[src/rtl/rtc_pkg.sv]
package rtc_pkg;

    typedef enum logic [3:0] {
        RS_COUNT,
        RS_MATCH,
        RS_LOAD,
        RS_CTRL,
        RS_MASK,
        RS_RAW,
        RS_MASKED,
        RS_CLEAR,
        RS_IDENT,
        RS_NONE
    } reg_sel_e;

    // byte offsets inside the window
    localparam logic [11:0] OFS_COUNT  = 12'h000;
    localparam logic [11:0] OFS_MATCH  = 12'h004;
    localparam logic [11:0] OFS_LOAD   = 12'h008;
    localparam logic [11:0] OFS_CTRL   = 12'h00C;
    localparam logic [11:0] OFS_MASK   = 12'h010;
    localparam logic [11:0] OFS_RAW    = 12'h014;
    localparam logic [11:0] OFS_MASKED = 12'h018;
    localparam logic [11:0] OFS_CLEAR  = 12'h01C;

    localparam int ID_WORDS = 8;

endpackage

[src/rtl/rtc_addr_decode.sv]
module rtc_addr_decode
    import rtc_pkg::*;
#(
    parameter int ADDR_W = 12
) (
    input  logic [ADDR_W-1:0]           addr,
    output reg_sel_e                    sel,
    output logic [$clog2(ID_WORDS)-1:0] id_idx
);
    localparam int WORD_W  = ADDR_W - 2;
    localparam int IDX_W   = $clog2(ID_WORDS);
    localparam int ID_BASE = (1 << WORD_W) - ID_WORDS;

    logic [WORD_W-1:0] word;
    logic [1:0]        unused_byte_lane;

    assign word             = addr[ADDR_W-1:2];
    assign unused_byte_lane = addr[1:0];
    assign id_idx           = word[IDX_W-1:0];

    always_comb begin
        sel = RS_NONE;
        if (int'(word) >= ID_BASE) begin
            sel = RS_IDENT;
        end else begin
            unique case (int'(word))
                int'(OFS_COUNT  >> 2): sel = RS_COUNT;
                int'(OFS_MATCH  >> 2): sel = RS_MATCH;
                int'(OFS_LOAD   >> 2): sel = RS_LOAD;
                int'(OFS_CTRL   >> 2): sel = RS_CTRL;
                int'(OFS_MASK   >> 2): sel = RS_MASK;
                int'(OFS_RAW    >> 2): sel = RS_RAW;
                int'(OFS_MASKED >> 2): sel = RS_MASKED;
                int'(OFS_CLEAR  >> 2): sel = RS_CLEAR;
                default:               sel = RS_NONE;
            endcase
        end
    end
endmodule

[src/rtl/rtc_id_rom.sv]
module rtc_id_rom
    import rtc_pkg::*;
(
    input  logic [$clog2(ID_WORDS)-1:0] idx,
    output logic [7:0]                  id_byte
);
    always_comb begin
        unique case (idx)
            3'd0:    id_byte = 8'h31;
            3'd1:    id_byte = 8'h10;
            3'd2:    id_byte = 8'h14;
            3'd3:    id_byte = 8'h00;
            3'd4:    id_byte = 8'h0D;
            3'd5:    id_byte = 8'hF0;
            3'd6:    id_byte = 8'h05;
            default: id_byte = 8'hB1;
        endcase
    end
endmodule

[src/rtl/rtc_sec_counter.sv]
module rtc_sec_counter #(
    parameter int CNT_W = 32
) (
    input  logic             clk,
    input  logic             rst_n,
    input  logic             tick,
    input  logic             load_we,
    input  logic [CNT_W-1:0] load_val,
    input  logic             match_we,
    input  logic [CNT_W-1:0] match_val,
    output logic [CNT_W-1:0] count,
    output logic [CNT_W-1:0] load_reg,
    output logic [CNT_W-1:0] match_reg,
    output logic             hit
);
    typedef struct packed {
        logic [CNT_W-1:0] cnt;
        logic [CNT_W-1:0] load;
        logic [CNT_W-1:0] match;
    } cnt_state_t;

    cnt_state_t       st_d, st_q;
    logic [CNT_W-1:0] inc_d;

    always_comb begin
        st_d  = st_q;
        hit   = 1'b0;
        inc_d = st_q.cnt + CNT_W'(1);
        if (match_we) st_d.match = match_val;
        if (load_we) begin
            st_d.load = load_val;
            st_d.cnt  = load_val;
        end else if (tick) begin
            st_d.cnt = inc_d;
            hit      = (inc_d == st_q.match);
        end
    end

    always_ff @(posedge clk or negedge rst_n) begin
        if (!rst_n) st_q <= '0;
        else        st_q <= st_d;
    end

    assign count     = st_q.cnt;
    assign load_reg  = st_q.load;
    assign match_reg = st_q.match;

    // a tick without a load steps the count by exactly one
    a_r4_tick_step: assert property (@(posedge clk) disable iff (!rst_n)
        (tick && !load_we) |=> (count == $past(count) + CNT_W'(1)));
    // a load places the written value in the count
    a_r3_load_wins: assert property (@(posedge clk) disable iff (!rst_n)
        load_we |=> (count == $past(load_val)));
    // without tick or load the count holds
    a_r4_hold: assert property (@(posedge clk) disable iff (!rst_n)
        (!tick && !load_we) |=> $stable(count));
endmodule

[src/rtl/rtc_irq_ctrl.sv]
module rtc_irq_ctrl (
    input  logic clk,
    input  logic rst_n,
    input  logic hit,
    input  logic mask_we,
    input  logic mask_bit,
    input  logic clr_we,
    output logic raw,
    output logic mask,
    output logic irq
);
    typedef struct packed {
        logic raw;
        logic mask;
    } irq_state_t;

    irq_state_t st_d, st_q;

    always_comb begin
        st_d = st_q;
        if (mask_we) st_d.mask = mask_bit;
        if (clr_we)  st_d.raw  = 1'b0;
        if (hit)     st_d.raw  = 1'b1;
    end

    always_ff @(posedge clk or negedge rst_n) begin
        if (!rst_n) st_q <= '0;
        else        st_q <= st_d;
    end

    assign raw  = st_q.raw;
    assign mask = st_q.mask;
    assign irq  = st_q.raw & st_q.mask;

    // a match sets raw status, also against a concurrent clear
    a_r7_hit_sets: assert property (@(posedge clk) disable iff (!rst_n)
        hit |=> raw);
    // a clear with no match empties raw status
    a_r8_clear: assert property (@(posedge clk) disable iff (!rst_n)
        (clr_we && !hit) |=> !raw);
    // raw status is sticky until cleared
    a_r7_sticky: assert property (@(posedge clk) disable iff (!rst_n)
        (raw && !clr_we) |=> raw);
endmodule

[src/rtl/rtc_seconds_timer.sv]
module rtc_seconds_timer
    import rtc_pkg::*;
#(
    parameter int ADDR_W = 12,
    parameter int DATA_W = 32
) (
    input  logic              clk,
    input  logic              rst_n,
    input  logic              tick_in,
    input  logic              bus_sel,
    input  logic              bus_we,
    input  logic [ADDR_W-1:0] bus_addr,
    input  logic [DATA_W-1:0] bus_wdata,
    output logic [DATA_W-1:0] bus_rdata,
    output logic              bus_ready,
    output logic              irq_out
);
    localparam int IDX_W = $clog2(ID_WORDS);

    typedef struct packed {
        logic              ready;
        logic [DATA_W-1:0] rdata;
    } bus_state_t;

    bus_state_t        bs_d, bs_q;
    reg_sel_e          rsel;
    logic [IDX_W-1:0]  id_idx;
    logic [7:0]        id_byte;
    logic              access, wr;
    logic [DATA_W-1:0] count, load_reg, match_reg;
    logic              hit, raw, mask, irq;

    assign access = bus_sel && !bs_q.ready;
    assign wr     = access && bus_we;

    rtc_addr_decode #(.ADDR_W(ADDR_W)) u_dec (
        .addr   (bus_addr),
        .sel    (rsel),
        .id_idx (id_idx)
    );

    rtc_id_rom u_rom (
        .idx     (id_idx),
        .id_byte (id_byte)
    );

    rtc_sec_counter #(.CNT_W(DATA_W)) u_cnt (
        .clk       (clk),
        .rst_n     (rst_n),
        .tick      (tick_in),
        .load_we   (wr && rsel == RS_LOAD),
        .load_val  (bus_wdata),
        .match_we  (wr && rsel == RS_MATCH),
        .match_val (bus_wdata),
        .count     (count),
        .load_reg  (load_reg),
        .match_reg (match_reg),
        .hit       (hit)
    );

    rtc_irq_ctrl u_irq (
        .clk      (clk),
        .rst_n    (rst_n),
        .hit      (hit),
        .mask_we  (wr && rsel == RS_MASK),
        .mask_bit (bus_wdata[0]),
        .clr_we   (wr && rsel == RS_CLEAR),
        .raw      (raw),
        .mask     (mask),
        .irq      (irq)
    );

    always_comb begin
        bs_d       = bs_q;
        bs_d.ready = access;
        if (access && !bus_we) begin
            unique case (rsel)
                RS_COUNT:  bs_d.rdata = count;
                RS_MATCH:  bs_d.rdata = match_reg;
                RS_LOAD:   bs_d.rdata = load_reg;
                RS_CTRL:   bs_d.rdata = DATA_W'(1);
                RS_MASK:   bs_d.rdata = DATA_W'(mask);
                RS_RAW:    bs_d.rdata = DATA_W'(raw);
                RS_MASKED: bs_d.rdata = DATA_W'(irq);
                RS_IDENT:  bs_d.rdata = DATA_W'(id_byte);
                default:   bs_d.rdata = '0;
            endcase
        end
    end

    always_ff @(posedge clk or negedge rst_n) begin
        if (!rst_n) bs_q <= '0;
        else        bs_q <= bs_d;
    end

    assign bus_rdata = bs_q.rdata;
    assign bus_ready = bs_q.ready;
    assign irq_out   = irq;

    // an accepted request completes on the next cycle
    a_r2_ready_follows: assert property (@(posedge clk) disable iff (!rst_n)
        access |=> bus_ready);
    // ready is a single-cycle pulse
    a_r2_ready_pulse: assert property (@(posedge clk) disable iff (!rst_n)
        bus_ready |=> !bus_ready);
    // the control register reads as enabled
    a_r10_ctrl_one: assert property (@(posedge clk) disable iff (!rst_n)
        (access && !bus_we && rsel == RS_CTRL) |=> (bus_rdata == DATA_W'(1)));
    // writes to the identification window leave the count-side registers alone
    a_r12_ident_ro: assert property (@(posedge clk) disable iff (!rst_n)
        (wr && rsel == RS_IDENT) |=> ($stable(match_reg) && $stable(load_reg)));
endmodule

[config.mk]
export PLATFORM = sky130hd
export DESIGN_NAME = rtc_seconds_timer
export DESIGN_NICKNAME = d
export VERILOG_FILES = /design/src/rtl/rtc_pkg.sv /design/src/rtl/rtc_addr_decode.sv /design/src/rtl/rtc_id_rom.sv /design/src/rtl/rtc_sec_counter.sv /design/src/rtl/rtc_irq_ctrl.sv /design/src/rtl/rtc_seconds_timer.sv
export SDC_FILE = /design/constraint.sdc
export NUM_CORES = 1
export LEC_CHECK = 0
export ABC_AREA = 1
export BUFFER_PORTS_ARGS = -buffer_cell sky130_fd_sc_hd__buf_2
export CAP_MARGIN = 40
export CELL_PAD_IN_SITES_DETAIL_PLACEMENT = 1
export CELL_PAD_IN_SITES_GLOBAL_PLACEMENT = 1
export CORE_AREA = 3 3 136 138
export DETAILED_ROUTE_END_ITERATION = 10
export DIE_AREA = 0 0 139 141
export HOLD_SLACK_MARGIN = 0.06
export PLACE_DENSITY_LB_ADDON = 0.1
export SKIP_CTS_REPAIR_TIMING = 1
export SYNTH_ARGS = -nofsm -noshare
export SYNTH_HDL_FRONTEND = slang
export SYNTH_SLANG_ARGS = --single-unit
[constraint.sdc]
create_clock -name clk -period 2.6 [get_ports clk]
set_clock_uncertainty 0.05 [all_clocks]
set_input_delay 0.26 -clock clk [delete_from_list [all_inputs] [get_ports clk]]
set_output_delay 0.26 -clock clk [all_outputs]
set_load 0.03 [all_outputs]
==> results of run 1 <==
[through the flow]
step	worst slack, ps	cells	cell area, sq um	util (%)	hold slack [ps]
global route	65.2	1359	9030	52.2	61.3
detailed placement	238	1306	8240	47.6	249
global placement	319	1306	8240	47.6	238
floorplan	759	1010	7480	-	-85.6
CTS	213	1338	8820	51.0	-215
finish	251	1359	9030	52.2	35.8
[cell usage after synthesis, drive strengths merged (2+ instances only)]
library cell / count / area, sq um
nand2: 365 / 1400
dfrtp: 131 / 3280
inv: 110 / 413
nor2: 99 / 474
nand3: 73 / 370
o21ai: 62 / 310
o221ai: 33 / 289
a21oi: 22 / 114
buf: 19 / 115
o211ai: 17 / 128
clkbuf: 14 / 52.6
nand3b: 13 / 97.6
nor3: 12 / 70.1
mux2: 10 / 135
o22ai: 9 / 56.3
a22o: 7 / 61.3
nand4: 3 / 18.8
xor2: 2 / 17.5
[how the worst min path moves through the flow]
stage	from	to	slack, ps	cells past startpoint
after global placement	rst_n	bus_rdata[30]$_DFFE_PN0P_	240	1
after CTS	rst_n	bus_rdata[30]$_DFFE_PN0P_	-210	1
final	bus_wdata[19]	u_cnt.load_reg[19]$_DFFE_PN0N_	40	3
after global routing	bus_wdata[1]	u_cnt.match_reg[1]$_DFFE_PN0P_	60	3
after floorplan	rst_n	bus_rdata[0]$_DFFE_PN0P_	-90	0
after detailed placement	rst_n	bus_rdata[30]$_DFFE_PN0P_	250	1
[logic make-up after synthesis]
group,Yosys count
DFF,131
xor gates and xnor gates,4
buffers and inverters,144
muxes,10
AOI/OAI and AO/OA,154
adders and majority gates,1
and+or+nand+nor,566
[metal layers]
| layer | up-vias | GRT usage (%) | wire length (um) |
|---|---|---|---|
| met5 | - | 0 | 0 |
| met3 | 31 | 4.24 | 746 |
| met2 | 119 | 47.2 | 13100 |
| met1 | 3680 | 34.8 | 11700 |
| met4 | 0 | 7.05 | 419 |
| li1 | 3530 | - | - |
[layout make-up]
class,instances,share of cell area [%]
clock inverter,15,1.75
tap,225,3.12
inverter,111,4.61
timing repair buffer,125,9.38
clock buffer,17,4.71
multi-input combinational,735,40.1
sequential,131,36.3
[where the power goes]
group	total, W	internal, W	leakage [nW]	switching (W)
registers	0.00233	0.00217	1.61	0.000163
logic	0.000919	0.000329	2.63	0.000589
clock network	0.00243	0.00142	0.276	0.00101
[critical path, delay by kind of cell, from the launching register on]
| kind | cells | cell delay (ps) |
|---|---|---|
| AND/OR/NAND/NOR | 14 | 1570 |
| flip-flops | 1 | 390 |
| adder cells (fa/ha/maj) | 1 | 260 |
==> summary.txt, run 1 <==
Clock network
  • Worst-Skew Late Latency: 430 ps
  • CTS buffer count: 17
  • Clk sinks: ~130
  • Clock transition at path regs: approximately 60 ps
  • # H-tree levels: 4
  • Root buffer cell: clkbuf_16
  • TritonCTS clock tree: yes
  • Max clock buf depth: 2

Final layout
  • Synth-to-Final Area Change: 20.7%
  • Leading cell type in the layout, fill and taps excluded: nand2_1
  • # diodes: 0
  • Fillers: around 2200
  • Ratio of cells with drive above 1 in the final layout: 16.0%
  • FF+latch area: 3280 sq um
  • Most frequent cells in the layout: 359 x nand2_1, 131 x dfrtp_1, 101 x inv_1
  • Area occupied by multi-input gates: 3620 sq um
  • Layout Nets: between 1000 and 1500

Power
  • Power per Cell Area: 629 nW/um^2
  • Leakage: 4.52 nW
  • Peak VDD IR: 0.454 mV
  • Total power: roughly 0.0057 W

STA
  • Unrepaired setup endpoints after global routing: no
  • Slew Limit Fails: 0
  • Slew margin rel.: 58.5%
  • Final Hold Fails: 0
  • Fin crit period: around 2300 ps
  • Final Cycle Share: 90.3%
  • Setup violators final: 0
  • Fmax: 426 MHz
  • Setup TNS Final: 0 ps
  • Measured slew at the worst slew-check pin: 623 ps

Yosys
  • Instance count of the mapped netlist: roughly 1000
  • Multiplexer share of the synthesized area: 1.81%
  • Synth async-reset ratio: 100%
  • Top_reg_cell synth: dfrtp_1
  • #FFs+latches synth: 131
  • Synth Area in Compound Gates: between 10% and 20%
  • Synth warn: 0
  • Main combinational cell family by area after synthesis: simple AND/OR/NAND/NOR gates
  • Post-synth EDFFs: 0
  • Post-Syn Area: 7480 sq um
  • Register area share after synthesis: 43.8%
  • Mapped Nets: 1060
  • Adder-cell area share of the yosys netlist: 0.167%
  • Post-Synth XOR/XNOR Area: less than 1%
  • Post-synthesis simple-gate area fraction: 32.5%
  • Post-synth cell types: 39
  • Syn Area/Cell: around 7.4 sq um

Critical path
  • CP startpoint kind: flip-flop
  • Critical Path Fanout Max: 5
  • Worst EP required: a little under 3000 ps
  • R2r startpoint: u_cnt.count[0]$_DFFE_PN0P_
  • Cell with the most instances on the worst path: nand2_1
  • Worst R2R Setup Slack: between 200 and 300 ps
  • Critical Path Sink: u_irq.raw$_DFFE_PN0P_
  • Capturing point of the worst reg2reg path: u_irq.raw$_DFFE_PN0P_
  • Critical path class: flip-flop to flip-flop
  • R2R depth: 15
  • Crit path from: u_cnt.count[0]$_DFFE_PN0P_
  • Worst path arrival time: 2670 ps
  • CP max-delay cell: dfrtp_1
  • Worst path max stage delay: 390 ps
  • Crit-path cells: ha_1 > nand2_2 > nor2_4 > nand2_4 > nor2_4 > nand2_1 > nand2_1 > nand2_1 > nand2_1 > nand2_1 > nor2_1 > nand2_1 > nor2_1 > nand3_1 > nand2_1
  • CP endpoint kind: flip-flop

Hold path
  • HP Class: input pin to flip-flop

Die
  • Width of the die: 139 um
  • Row count: 48
  • DIE AREA: 19600 sq um
  • Initial Util: roughly 43%
  • Die height: between 100 and 150 um
  • Core area: 17300 sq um
  • Top-Level Pins: 83

Job
  • Max-cap violations: 0

Global routing
  • Largest net degree at the start of global routing: 61
  • Total global routing overflow: 0
  • Global Route Usage Sum: 26.9%
  • Initial antenna violation count: 0
  • Vias in the first global route: 7733
  • First-pass GRT wire length: 41500 um

Place
  • PortBufs: 80
  • Routability Congestion: 0.882
  • Detailed placement HPWL: 18200 um

Detailed routing
  • Drt first pass iters: 5
  • 1st-iter DRT viols: 325
  • WL per Instance: 19.1 um
  • Total wire length: ~26000 um
  • DR DRC count: 0
  • Final ANT Viol Nets: 0
  • Via Count: 7360
  • Vias per cell: around 5.4

Outcome
  • Outcome: completed
Power figures use the tool's default switching activity.
==> run 2: changes to the inputs <==
--- a/config.mk
+++ b/config.mk
@@ -15,6 +15,7 @@
 export DIE_AREA = 0 0 139 141
 export HOLD_SLACK_MARGIN = 0.06
 export PLACE_DENSITY_LB_ADDON = 0.1
+export RECOVER_POWER = 50
 export SKIP_CTS_REPAIR_TIMING = 1
 export SYNTH_ARGS = -nofsm -noshare
 export SYNTH_HDL_FRONTEND = slang
==> summary.txt, run 2 (synthesized netlist as in run 1, its figures left out) <==
Detailed routing
  • Drt first pass iters: 5 (unchanged)
  • DR DRC count: 0 (unchanged)
  • Final ANT Viol Nets: 0 (unchanged)
  • Via Count: 7349 (was 7360)
  • WL per Instance: 19.1 um (about the same)
  • 1st-iter DRT viols: 326 (was 325)
  • Vias per cell: 5.41 (was 5.42)
  • Total wire length: 25900 um (was 26000 um)

Outcome
  • Outcome: finished with violations (was completed)
  • Failing checks: capacitance limit, slew limit

STA
  • Fmax: 426 MHz (about the same)
  • Slew Limit Fails: 60 (was 0)
  • Setup violators final: 0 (unchanged)
  • Final Hold Fails: 0 (unchanged)
  • Fin crit period: 2350 ps (about the same)
  • Final Cycle Share: 90.3% (about the same)
  • Setup TNS Final: 0 ps (unchanged)
  • Measured slew at the worst slew-check pin: 1670 ps (was 623 ps)
  • Unrepaired setup endpoints after global routing: no (unchanged)
  • Slew margin rel.: -11.4% (was 58.5%)
  • Hold_ws: 35.8 ps (about the same)

Clock network
  • Max clock buf depth: 2 (unchanged)
  • Clock transition at path regs: 60 ps (about the same)
  • Root buffer cell: clkbuf_16 (unchanged)
  • CTS buffer count: 17 (unchanged)
  • # H-tree levels: 4 (unchanged)
  • TritonCTS clock tree: yes (unchanged)
  • Clk sinks: 131 (unchanged)
  • Worst-Skew Late Latency: 430 ps (about the same)

Final layout
  • Layout Nets: 1171 (unchanged)
  • Ratio of cells with drive above 1 in the final layout: 14.6% (was 16.0%)
  • Leading cell type in the layout, fill and taps excluded: nand2_1 (unchanged)
  • Most frequent cells in the layout: 359 x nand2_1, 131 x dfrtp_1, 101 x inv_1 (unchanged)
  • # diodes: 0 (unchanged)
  • Synth-to-Final Area Change: 20.3% (was 20.7%)

Place
  • Routability Congestion: 0.882 (unchanged)
  • Detailed placement HPWL: 18200 um (unchanged)
  • PortBufs: 80 (unchanged)

Critical path
  • Critical Path Fanout Max: 5 (unchanged)
  • Worst EP required: 2920 ps (about the same)
  • Worst R2R Setup Slack: 250 ps (about the same)
  • CP endpoint kind: flip-flop (unchanged)
  • CP startpoint kind: flip-flop (unchanged)
  • Critical path class: flip-flop to flip-flop (unchanged)
  • R2R depth: 15 (unchanged)
  • Worst path arrival time: 2670 ps (about the same)

Power
  • P_int: 0.00391 W (about the same)
  • Peak VDD IR: 0.455 mV (was 0.454 mV)
  • Combinational Power Share: 16.1% (was 16.2%)
  • Leakage: 4.44 nW (was 4.52 nW)
  • Power per Cell Area: 631 nW/um^2 (was 629 nW/um^2)
  • Clock power frac: 42.8% (about the same)
  • Seq pwr share: 41.1% (about the same)
  • Sw Ratio: 31.1% (about the same)
  • Switching power: 0.00177 W (was 0.00176 W)

Die
  • DIE AREA: 19600 sq um (unchanged)
  • Width of the die: 139 um (unchanged)
  • Initial Util: 43.2% (unchanged)
  • Top-Level Pins: 83 (unchanged)
  • Core area: 17300 sq um (unchanged)
  • Row count: 48 (unchanged)
  • Die height: 141 um (unchanged)

Global routing
  • Initial antenna violation count: 0 (unchanged)
  • Total global routing overflow: 0 (unchanged)
  • Vias in the first global route: 7733 (unchanged)
  • Largest net degree at the start of global routing: 61 (unchanged)
  • Global Route Usage Sum: 26.9% (unchanged)
  • First-pass GRT wire length: 41500 um (unchanged)

Job
  • Max-cap violations: 1 (was 0)

Hold path
  • WHS Path Cells: 3 (unchanged)
  • HP Class: input pin to flip-flop (unchanged)
==> run 2: cell types whose count changed in the layout (fill, tap and decap cells not counted) <==
cell,previous run,this run
clkbuf_2,0,3
clkbuf_1,0,16
buf_6,1,0
buf_4,20,18
buf_2,79,63
==> run 2: path summary, 6_finish.rpt <==
kind,endpoint,from
min in group asynchronous,bus_rdata[30]$_DFFE_PN0P_,rst_n
min reg2reg,bus_rdata[11]$_DFFE_PN0P_,bus_rdata[11]$_DFFE_PN0P_
max in group asynchronous,u_cnt.load_reg[1]$_DFFE_PN0N_,rst_n
max,u_irq.raw$_DFFE_PN0P_,u_cnt.count[0]$_DFFE_PN0P_
min,u_cnt.load_reg[19]$_DFFE_PN0N_,bus_wdata[19]
max reg2reg,u_irq.raw$_DFFE_PN0P_,u_cnt.count[0]$_DFFE_PN0P_
==> run 2: critical path, cell delays in order, from the launching register on <==
cell and delay [ps]:
dfrtp_1 390, ha_1 260, nand2_2 120, nor2_4 190, nand2_4 120, nor2_4 210, nand2_1 110, nand2_1 110
nand2_1 60, nand2_1 60, nand2_1 50, nor2_1 140, nand2_1 80, nor2_1 100, nand3_1 130, nand2_1 90
==> run 2: metrics by stage <==
stage / utilization (%) / cells / total power [W] / setup slack (ps) / instance area [sq um]
global placement: 47.6 / 1306 / 0.00322 / 319 / 8240
global route: 52.0 / 1359 / 0.00595 / 65.2 / 9000
detailed placement: 47.6 / 1306 / 0.00324 / 238 / 8240
finish: 52.0 / 1359 / 0.00568 / 252 / 9000
floorplan: - / 1010 / 0.00291 / 759 / 7480
CTS: 51.0 / 1338 / 0.00568 / 213 / 8820
==> run 2: area by class of cell <==
cell class | instances | area [sq um]
inverters | 111 | 417
repair buffers | 125 | 816
fillers | 2240 | 8300
multi-input cells | 735 | 3620
well taps | 225 | 282
clock inverters | 15 | 158
clock buffers | 17 | 425
flip-flops and latches | 131 | 3280
==> run 2: routing by layer <==
| layer | track usage, % | wire length, um |
|---|---|---|
| met1 | 34.8 | 11700 |
| met2 | 47.2 | 13100 |
| met3 | 4.24 | 785 |
| met4 | 7.05 | 408 |
| met5 | 0 | 0 |
==> run 2: power groups by stage <==
stage / sequential [W] / combinational, W / clock [W]
after detailed placement: 0.00236 / 0.000881 / 0
after CTS: 0.00233 / 0.000897 / 0.00246
after global routing: 0.00235 / 0.00103 / 0.00257
after global placement: 0.00236 / 0.000859 / 0
after floorplan: 0.00232 / 0.000592 / 0
final: 0.00233 / 0.000917 / 0.00243
